File: src/rtl/dma_pkg.sv
package dma_pkg;
  typedef enum logic [2:0] {
    REG_CTRL = 3'd0,
    REG_SRC  = 3'd1,
    REG_DST  = 3'd2,
    REG_CNT  = 3'd3,
    REG_FC   = 3'd4,
    REG_STAT = 3'd5
  } reg_e;

  localparam int ST_DONE = 0;
  localparam int ST_BED  = 1;
  localparam int ST_BES  = 2;
  localparam int ST_DNS  = 3;
  localparam int ST_W    = 4;
  localparam int FC_W    = 3;
  localparam logic [FC_W-1:0] FC_BAD = '1;
endpackage

File: src/rtl/dma_ptr.sv
module dma_ptr #(
  parameter int AW = 24
) (
  input  logic          clk_i,
  input  logic          rst_ni,
  input  logic          load_i,
  input  logic [AW-1:0] load_val_i,
  input  logic          adv_i,
  input  logic          inc_i,
  input  logic [1:0]    step_i,
  output logic [AW-1:0] ptr_o
);
  always_ff @(posedge clk_i or negedge rst_ni) begin
    if (!rst_ni)              ptr_o <= '0;
    else if (load_i)          ptr_o <= load_val_i;
    else if (adv_i && inc_i)  ptr_o <= ptr_o + AW'(step_i);  // wraps
  end
endmodule

File: src/rtl/dma_cnt.sv
module dma_cnt #(
  parameter int CW = 16
) (
  input  logic        clk_i,
  input  logic        rst_ni,
  input  logic        load_i,
  input  logic [CW-1:0] load_val_i,
  input  logic        dec_i,
  input  logic [1:0]  step_i,
  output logic [CW:0] rem_o
);
  localparam logic [CW:0] FULL = {1'b1, {CW{1'b0}}};

  always_ff @(posedge clk_i or negedge rst_ni) begin
    if (!rst_ni)     rem_o <= FULL;
    else if (load_i) rem_o <= (load_val_i == '0) ? FULL : {1'b0, load_val_i};
    else if (dec_i)  rem_o <= rem_o - (CW+1)'(step_i);
  end
endmodule

File: src/rtl/dma_stat.sv
module dma_stat #(
  parameter int SW = 4
) (
  input  logic          clk_i,
  input  logic          rst_ni,
  input  logic [SW-1:0] set_i,
  input  logic [SW-1:0] clr_i,
  output logic [SW-1:0] stat_o
);
  always_ff @(posedge clk_i or negedge rst_ni) begin
    if (!rst_ni) stat_o <= '0;
    else         stat_o <= (stat_o & ~clr_i) | set_i;  // set wins
  end
endmodule

File: src/rtl/dma_chan.sv
module dma_chan
  import dma_pkg::*;
#(
  parameter int AW = 24,
  parameter int CW = 16
) (
  input  logic            clk_i,
  input  logic            rst_ni,
  input  logic            reg_we_i,
  input  logic [2:0]      reg_addr_i,
  input  logic [AW-1:0]   reg_wdata_i,
  output logic [AW-1:0]   reg_rdata_o,
  output logic            xfer_req_o,
  output logic [1:0]      xfer_bytes_o,
  input  logic            phase_wr_i,
  output logic [AW-1:0]   bus_addr_o,
  output logic [FC_W-1:0] bus_fc_o,
  input  logic            xfer_ack_i,
  input  logic            src_err_i,
  input  logic            dst_err_i,
  input  logic            ext_done_i,
  output logic            busy_o,
  output logic [ST_W-1:0] stat_o
);
  logic [AW-1:0]   src_ptr, dst_ptr;
  logic [CW:0]     rem;
  logic            busy_q, src_inc_q, dst_inc_q, size16_q;
  logic [FC_W-1:0] src_fc_q, dst_fc_q;
  logic [1:0]      step;
  logic            wr_ctrl, wr_src, wr_dst, wr_cnt, wr_fc, wr_stat;
  logic            start, any_err, ack_ok, last, stop;
  logic [ST_W-1:0] st_set, st_clr;

  assign wr_ctrl = reg_we_i && (reg_addr_i == REG_CTRL) && !busy_q;
  assign wr_src  = reg_we_i && (reg_addr_i == REG_SRC)  && !busy_q;
  assign wr_dst  = reg_we_i && (reg_addr_i == REG_DST)  && !busy_q;
  assign wr_cnt  = reg_we_i && (reg_addr_i == REG_CNT)  && !busy_q;
  assign wr_fc   = reg_we_i && (reg_addr_i == REG_FC);
  assign wr_stat = reg_we_i && (reg_addr_i == REG_STAT);

  assign start   = wr_ctrl && reg_wdata_i[0];
  assign step    = (size16_q && !src_ptr[0] && !dst_ptr[0] && (rem > (CW+1)'(1))) ? 2'd2 : 2'd1;
  assign any_err = busy_q && (src_err_i || dst_err_i);
  assign ack_ok  = busy_q && xfer_ack_i && !src_err_i && !dst_err_i;
  assign last    = (rem == (CW+1)'(step));
  assign stop    = any_err || (ack_ok && (last || ext_done_i));

  always_ff @(posedge clk_i or negedge rst_ni) begin
    if (!rst_ni) begin
      busy_q    <= 1'b0;
      src_inc_q <= 1'b0;
      dst_inc_q <= 1'b0;
      size16_q  <= 1'b0;
    end else begin
      if (wr_ctrl) begin
        src_inc_q <= reg_wdata_i[1];
        dst_inc_q <= reg_wdata_i[2];
        size16_q  <= reg_wdata_i[3];
      end
      if (start)     busy_q <= (rem != '0);
      else if (stop) busy_q <= 1'b0;
    end
  end

  // illegal code 111 keeps the old field
  always_ff @(posedge clk_i or negedge rst_ni) begin
    if (!rst_ni) begin
      src_fc_q <= '0;
      dst_fc_q <= '0;
    end else if (wr_fc) begin
      if (reg_wdata_i[2:0] != FC_BAD) src_fc_q <= reg_wdata_i[2:0];
      if (reg_wdata_i[6:4] != FC_BAD) dst_fc_q <= reg_wdata_i[6:4];
    end
  end

  dma_ptr #(.AW(AW)) u_src (
    .clk_i, .rst_ni, .load_i(wr_src), .load_val_i(reg_wdata_i),
    .adv_i(ack_ok), .inc_i(src_inc_q), .step_i(step), .ptr_o(src_ptr)
  );

  dma_ptr #(.AW(AW)) u_dst (
    .clk_i, .rst_ni, .load_i(wr_dst), .load_val_i(reg_wdata_i),
    .adv_i(ack_ok), .inc_i(dst_inc_q), .step_i(step), .ptr_o(dst_ptr)
  );

  dma_cnt #(.CW(CW)) u_cnt (
    .clk_i, .rst_ni, .load_i(wr_cnt), .load_val_i(reg_wdata_i[CW-1:0]),
    .dec_i(ack_ok), .step_i(step), .rem_o(rem)
  );

  always_comb begin
    st_set          = '0;
    st_set[ST_DONE] = (ack_ok && last) || (start && rem == '0);
    st_set[ST_BED]  = busy_q && dst_err_i;
    st_set[ST_BES]  = busy_q && src_err_i;
    st_set[ST_DNS]  = ack_ok && ext_done_i && !last;
    st_clr          = wr_stat ? reg_wdata_i[ST_W-1:0] : '0;
  end

  dma_stat #(.SW(ST_W)) u_stat (
    .clk_i, .rst_ni, .set_i(st_set), .clr_i(st_clr), .stat_o(stat_o)
  );

  always_comb begin
    reg_rdata_o = '0;
    unique case (reg_addr_i)
      REG_CTRL: reg_rdata_o[3:0] = {size16_q, dst_inc_q, src_inc_q, busy_q};
      REG_SRC:  reg_rdata_o = src_ptr;
      REG_DST:  reg_rdata_o = dst_ptr;
      REG_CNT:  reg_rdata_o[CW-1:0] = rem[CW-1:0];
      REG_FC:   reg_rdata_o[7:0] = {1'b0, dst_fc_q, 1'b0, src_fc_q};
      REG_STAT: reg_rdata_o[ST_W-1:0] = stat_o;
      default:  reg_rdata_o = '0;
    endcase
  end

  assign busy_o       = busy_q;
  assign xfer_req_o   = busy_q;
  assign xfer_bytes_o = step;
  assign bus_addr_o   = phase_wr_i ? dst_ptr : src_ptr;
  assign bus_fc_o     = phase_wr_i ? dst_fc_q : src_fc_q;
endmodule

File: config.mk
export PLATFORM = sky130hd
export DESIGN_NAME = dma_chan
export DESIGN_NICKNAME = d
export VERILOG_FILES = /design/src/rtl/dma_pkg.sv /design/src/rtl/dma_ptr.sv /design/src/rtl/dma_cnt.sv /design/src/rtl/dma_stat.sv /design/src/rtl/dma_chan.sv
export SDC_FILE = /design/constraint.sdc
export NUM_CORES = 1
export LEC_CHECK = 0
export ABC_AREA = 1
export BUFFER_PORTS_ARGS = -buffer_cell sky130_fd_sc_hd__buf_2
export CORE_UTILIZATION = 58
export DETAILED_ROUTE_END_ITERATION = 10
export PLACE_DENSITY = 0.81
export RECOVER_POWER = 100
export SYNTH_ARGS = -nofsm -noshare
export SYNTH_HDL_FRONTEND = slang
export SYNTH_SLANG_ARGS = --single-unit
export TNS_END_PERCENT = 5
File: constraint.sdc
create_clock -name clk_i -period 4.3 [get_ports clk_i]
set_input_delay 0.43 -clock clk_i [delete_from_list [all_inputs] [get_ports clk_i]]
set_output_delay 0.43 -clock clk_i [all_outputs]
set_load 0.005 [all_outputs]
Word-level counts from Yosys, hierarchy flattened
Cells that the tools add are included.
{ "classes": {"order_cmp": 1, "reduce_logical": 47, "bitwise": 3, "mux": 17, "add_sub_neg": 3, "eq_ne": 8} }
{ "op_table": {"columns": ["operator", "n"], "rows": [
  ["24-bit two-way mux", 5],
  ["17-bit two-way mux", 3],
  ["24-bit by 2-bit adder with 24-bit output", 2],
  ["1-bit logical AND", 27],
  ["4-bit case mux with 6 select lines", 1],
  ["8-bit case mux with 3 select lines", 1],
  ["17-bit by 2-bit equality test with 1-bit output", 1],
  ["17-bit by 1-bit greater-than comparator with 1-bit output (second input constant)", 1],
  ["17-bit logical NOT", 1],
  ["17-bit nonzero test", 1],
  ["17-bit by 2-bit subtractor with 17-bit output", 1],
  ["16-bit logical NOT", 1],
  ["4-bit case mux with 4 select lines", 1],
  ["8-bit case mux with 2 select lines", 1],
  ["2-bit nonzero test", 4],
  ["3-bit by 2-bit equality test with 1-bit output (second input constant)", 2],
  ["3-bit equality test (second input constant)", 2],
  ["1-bit logical NOT", 6],
  ["3-bit != test (second input constant)", 2],
  ["4-bit AND", 1],
  ["1-bit logical OR", 4],
  ["4-bit two-way mux", 1],
  ["4-bit inverter", 1],
  ["4-bit OR", 1],
  ["other kinds (6)", 8]
]} }
{ "word_totals": {"input_bits": 35, "out_inout_bits": 59, "word_cells": 89, "register_bits": 79} }

Depth between registers and ports, before layout
{ "logic_depth": {"ltp_word": 11, "ltp_mapped": 17, "ltp_nobuf": 17} }

Modules after synthesis
A second synthesis with hierarchy kept.
{ "hier_totals": {"cells_unflattened": 1056, "area_unflattened_um2": 6681.4} }
{ "by_module_without_submodules": {"columns": ["mod", "cells_per_inst", "seq_area_each_um2", "n_inst", "area_each_um2"], "rows": [
  ["dma_ptr", 276, 600.6, 2, 1755.4],
  ["dma_chan", 289, 250.2, 1, 1721.7],
  ["dma_cnt", 195, 426.7, 1, 1288.7],
  ["dma_stat", 20, 100.1, 1, 160.2]
]} }

Worst setup path before layout
OpenSTA, ideal clock, no wires.
{ "synth_path": {"path_kind": "register to register", "startpoint": "register u_cnt.rem_o[9]", "endpoint": "register u_dst.ptr_o[16]", "slack_ns": 0.913, "synth_period_minus_slack_ns": 3.387, "stages_incl_launch_ff": 17, "arrival_time_ns": 3.258, "path_buffers": 0, "setup_ns": 0.129, "t_required_ns": 4.171, "cell_sequence": "dfrtp_1 > nor2_1 > nand2_1 > nor2_1 > nand3_1 > o21ai_0 > ha_1 > inv_1 > fa_1 > inv_1 > nand2_1 > nor2_1 > nand2_1 > inv_1 > a21oi_1 > o21ai_0 > nand3_1"} }
{ "synth_via": {"elab_chain_len": 6} }
{ "synth_rtl": {"columns": ["item", "line", "rtl"], "rows": [
  ["from (decl)", "dma_cnt.sv:10", "output logic [CW:0] rem_o"],
  ["from (signal assigned)", "dma_cnt.sv:16", "else if (load_i) rem_o <= (load_val_i == '0) ? FULL : {1'b0, load_val_i};"],
  ["from (signal assigned)", "dma_cnt.sv:17", "else if (dec_i) rem_o <= rem_o - (CW+1)'(step_i);"],
  ["17-bit by 1-bit greater-than comparator with 1-bit output", "dma_chan.sv:42", "assign step = (size16_q && !src_ptr[0] && !dst_ptr[0] && (rem > (CW+1)'(1))) ? 2'd2 : 2'd1;"],
  ["1-bit logical AND", "dma_chan.sv:42", null],
  ["2-bit two-way mux", "dma_chan.sv:42", null],
  ["named net xfer_bytes_o[0]", "dma_chan.sv:14", "output logic [1:0] xfer_bytes_o,"],
  ["24-bit by 2-bit adder with 24-bit output", "dma_ptr.sv:16", "else if (adv_i && inc_i) ptr_o <= ptr_o + AW'(step_i);"],
  ["24-bit two-way mux", "dma_ptr.sv:16", null],
  ["24-bit two-way mux", "dma_ptr.sv:15", "else if (load_i) ptr_o <= load_val_i;"],
  ["to (signal assigned)", "dma_ptr.sv:15", null],
  ["to (signal assigned)", "dma_ptr.sv:16", null],
  ["to (decl)", "dma_ptr.sv:11", "output logic [AW-1:0] ptr_o"]
]} }
The timed path passes the listed nets, and every way through them passes these cells. The select of a mux whose other input is x is not followed.
A chain may end at the register's enable or synchronous reset.

Worst setup path in the final report
{ "layout_path": {"startpoint": "register busy_q, in the netlist busy_o", "endpoint": "register u_cnt.rem_o[16]"} }
{ "layout_via": {"elab_chain_len": 4, "word_cells_on_any_way": 7, "cone_classes": "mux: 1; reduce/logical: 6"} }
{ "layout_rtl": {"columns": ["item", "line", "rtl"], "rows": [
  ["from (decl)", "dma_chan.sv:27", "logic busy_q, src_inc_q, dst_inc_q, size16_q;"],
  ["from (signal assigned)", "dma_chan.sv:60", "if (start) busy_q <= (rem != '0);"],
  ["1-bit logical AND (3 in series)", "dma_chan.sv:44", "assign ack_ok = busy_q && xfer_ack_i && !src_err_i && !dst_err_i;"],
  ["2-bit nonzero test (no line)", null, null]
]} }
Parallel ways exist; a longest one is shown, timed or not.

==> results.txt <==
----------------------------------------------------
[Finish]
  Share of cells above drive strength 1 ... 7.96%
  Area delta synth->final ... 10.7%
  Count of placed standard cells in the final layout, fillers left out ... 1152
  Multi-input combinational cell area ... 0.00334 mm²
  Filler Cells Inserted ... 949
  Leading cell type in the layout, fill and taps excluded ... nand2_1
  Combined flip-flop and latch cell area ... 0.00198 mm²
  Final core utilization ... 67.3%
  Area of all placed cells without fillers ... 0.00667 mm²
  Commonest cells after routing, fill and taps aside ... nand2_1, inv_1, o21ai_0, nor2_1, dfrtp_1
  Layout Nets ... 1057

[Drt]
  WL per Instance ... 17.7 µm
  Number of DRC markers in iteration 0 ... 860
  Iteration count of the initial detailed-routing pass ... 6
  Number of vias in the routed layout ... 6858
  Total routed wirelength ... 20.4 mm
  Number of nets still failing antenna checks after routing ... 0
  Residual DRC count ... 0
  Number of vias per cell after detailed routing ... 5.95

[Floorplan]
  Area of the core region ... 0.00991 mm²
  Die outline height ... 104 µm
  I/O Pins ... 94
  Placement Rows ... 36
  Floorplan die width ... 104 µm
  Starting density of the core ... 60.8%
  Overall die area ... 0.0108 mm²

[Yosys]
  Largest family of logic cells by synthesized area ... simple AND/OR/NAND/NOR gates
  Area share of the largest cell type after synthesis ... 32.4%
  Top cell type by total area after synthesis ... dfrtp_1
  Number of enable flip-flop cells after synthesis ... 0
  Largest cells by area after synthesis ... dfrtp_1, nand2_1, inv_1
  Avg Synthesized Cell Area ... 6.46 µm²
  Share of synthesized cell area in full adder, half adder and majority cells ... 2.24%
  Net count after synthesis ... 976
  Area fraction in and, or, nand and nor cells after synthesis ... 34.6%
  Yosys reg bits ... 79
  Gate count of the mapped netlist ... 932
  Synth Area in XOR/XNOR ... 2.76%
  Sequential element share of the synthesized area ... 32.8%
  Synthesized area ... 0.00602 mm²
  Number of warning messages in the yosys log ... 0
  Yosys cell types ... 45
  Portion of netlist area occupied by mux cells ... 0%
  Share of synthesized flip-flops with an asynchronous set or reset ... 100%
  Most used DFF post-synth ... dfrtp_1
  Complex-gate fraction of the synthesized area ... 16.5%

[Setup path]
  Arrival @ worst endpoint ... 4040 ps
  Worst setup SP type ... register
  Kind of critical path ... reg2reg
  Sequence of cells on the critical path ... nand2_1, nor3_1, inv_1, nand2_1, inv_1, a21oi_1, o21ai_0
  Required time of the critical path ... 4580 ps
  Endpoint kind of the worst setup timing path ... register
  Max FO, Critical Path ... 16
  CP max stage cell ... nor3_1
  Capture point of the critical path ... u_cnt.rem_o[16]$_DFFE_PN1P_
  Depth of the worst register-to-register path ... 7
  Worst setup path start ... busy_o$_DFFE_PN0P_
  Slack of the worst reg-to-reg path ... 540 ps
  Max stage delay on crit path ... 1530 ps
  Startpoint of the worst register-to-register path ... busy_o$_DFFE_PN0P_
  Crit Reg-Reg Endpoint ... u_cnt.rem_o[16]$_DFFE_PN1P_

[Clock network]
  # Post-CTS Setup Buffers ... 0
  # resized after CTS ... 0
  CTS clk-pin slew, worst paths ... 100 ps
  Number of buffers inserted by hold repair at cts ... 0
  Clock tree buffer depth ... 2
  Num Clock Sinks ... 79
  Max H-tree Level ... 3
  Clock insertion delay at the later pin of the skew report ... 360 ps
  Clock tree from TritonCTS ... yes
  Clock tree root driver cell ... clkbuf_8
  Total clock buffers created by CTS ... 9

[STA]
  Part of the cycle the worst path needs ... 87.5%
  Total negative slack for setup checks ... 0 ps
  Hold Slack ... 307 ps
  Fin crit period ... 3760 ps
  Clock Skew ... 14.4 ps
  Setup repair after global routing missed its margin ... no
  Final hold viol count ... 0
  Number of setup violations in the final report ... 0
  Slew Limit Fails ... 152
  Achievable clock frequency ... 0.266 GHz
  Slew of the pin with the lowest slew margin ... 2200 ps
  Minimum setup slack in the final design ... 536 ps
  Worst rel slew slack ... -46.4%

[Placement]
  Post-placement setup slack ... 932 ps
  Placed Area ... 0.00656 mm²
  Port-buffer cells ... 93
  Placer's final routability congestion estimate ... 1.00
  Number of placed instances, taps included ... 1135
  Detailed-placement wirelength estimate ... 15.2 mm

[Global route]
  Largest net degree at the start of global routing ... 80
  Congestion Overflow GR ... 0
  Antenna violations before repair ... 0
  Global-route wire length before repair ... 32.9 mm
  Total routing resource utilization after global routing ... 38.5%
  Number of global-route vias before repair ... 6347

[Job]
  Number of violations of the max-capacitance limit ... 3

[Pwr]
  Total power consumption of the routed design ... 2.51 mW
  Leakage ... 3.17 nW
  Maximum resistive drop on vdd ... 188 µV
  Pwr/cell area ... 376 mW/mm²

[Run status]
  Outcome ... finished with violations
  Violations in the final reports ... capacitance limit, slew limit

[Hold path]
  Min-Delay Path Class ... in2reg

----------------------------------------------------
worst min-delay path by stage:
stage | endpoint | slack (ps) | depth (start not counted) | from
global placement | size16_q$_DFFE_PN0P_ | 470 | 2 | size16_q$_DFFE_PN0P_
finish | dst_fc_q[1]$_DFFE_PN0P_ | 310 | 3 | reg_wdata_i[5]
global route | u_stat.stat_o[3]$_DFF_PN0_ | 330 | 2 | ext_done_i
CTS | dst_fc_q[0]$_DFFE_PN0P_ | 300 | 1 | rst_ni
detailed placement | size16_q$_DFFE_PN0P_ | 480 | 2 | size16_q$_DFFE_PN0P_
floorplan | busy_o$_DFFE_PN0P_ | 130 | 0 | rst_ni
cells by family after synthesis:
| family | after synthesis |
|---|---|
| AOI/OAI and AO/OA | 160 |
| xor gates and xnor gates | 19 |
| adders and majority gates | 9 |
| buffers and inverters | 168 |
| DFF | 79 |
| and+or+nand+nor | 497 |
Yosys cell counts, drive strengths merged (11+ instances only):
master and n:
nand2 309, o211ai 11, nand4 19, xor2 18, o21ai 81, clkbuf 14, inv 137, nor3 18
nor2 80, buf 15, nand3 68, dfrtp 78, o22ai 21, o221ai 25
per-layer routing:
metal / part of all wire, % / global-route usage, % / vias to the layer above / routed length [µm]
li1: - / - / 3215 / -
met1: 40 / 55.0 / 3088 / 8170
met2: 43 / 57.0 / 487 / 8720
met3: 14 / 9.52 / 68 / 2830
met4: 3.3 / 13.0 / 0 / 671
met5: 0 / 0 / - / 0
where the power goes:
part	leakage [nW]	switching, mW	internal (mW)
combinational	2.09	0.556	0.280
sequential	0.981	0.186	0.887
clock	0.103	0.313	0.288
total	3.17	1.05	1.45
critical path, delay by kind of cell (launching register included):
kind,cells,cell delay (ps)
flops,1,490
simple gates,3,2140
buf+inv,2,750
compound gates,2,300
registers in the layout, indices dropped and copies added (netlist names), 3 cells and up:
signal / count
u_cnt.rem_o: 17
dst_fc_q: 3
u_src.ptr_o: 24
u_stat.stat_o: 4
u_dst.ptr_o: 24
src_fc_q: 3
cell type report:
cell class,count,area share (%)
well taps,133,2.50
multi-input cells,685,50.1
clock inverters,6,1.03
repair buffers,99,6.72
clock buffers,10,2.06
diodes,1,0.0375
flip-flops and latches,79,29.7
inverters,139,7.85
Note: power is estimated with default switching activity, not from simulation.
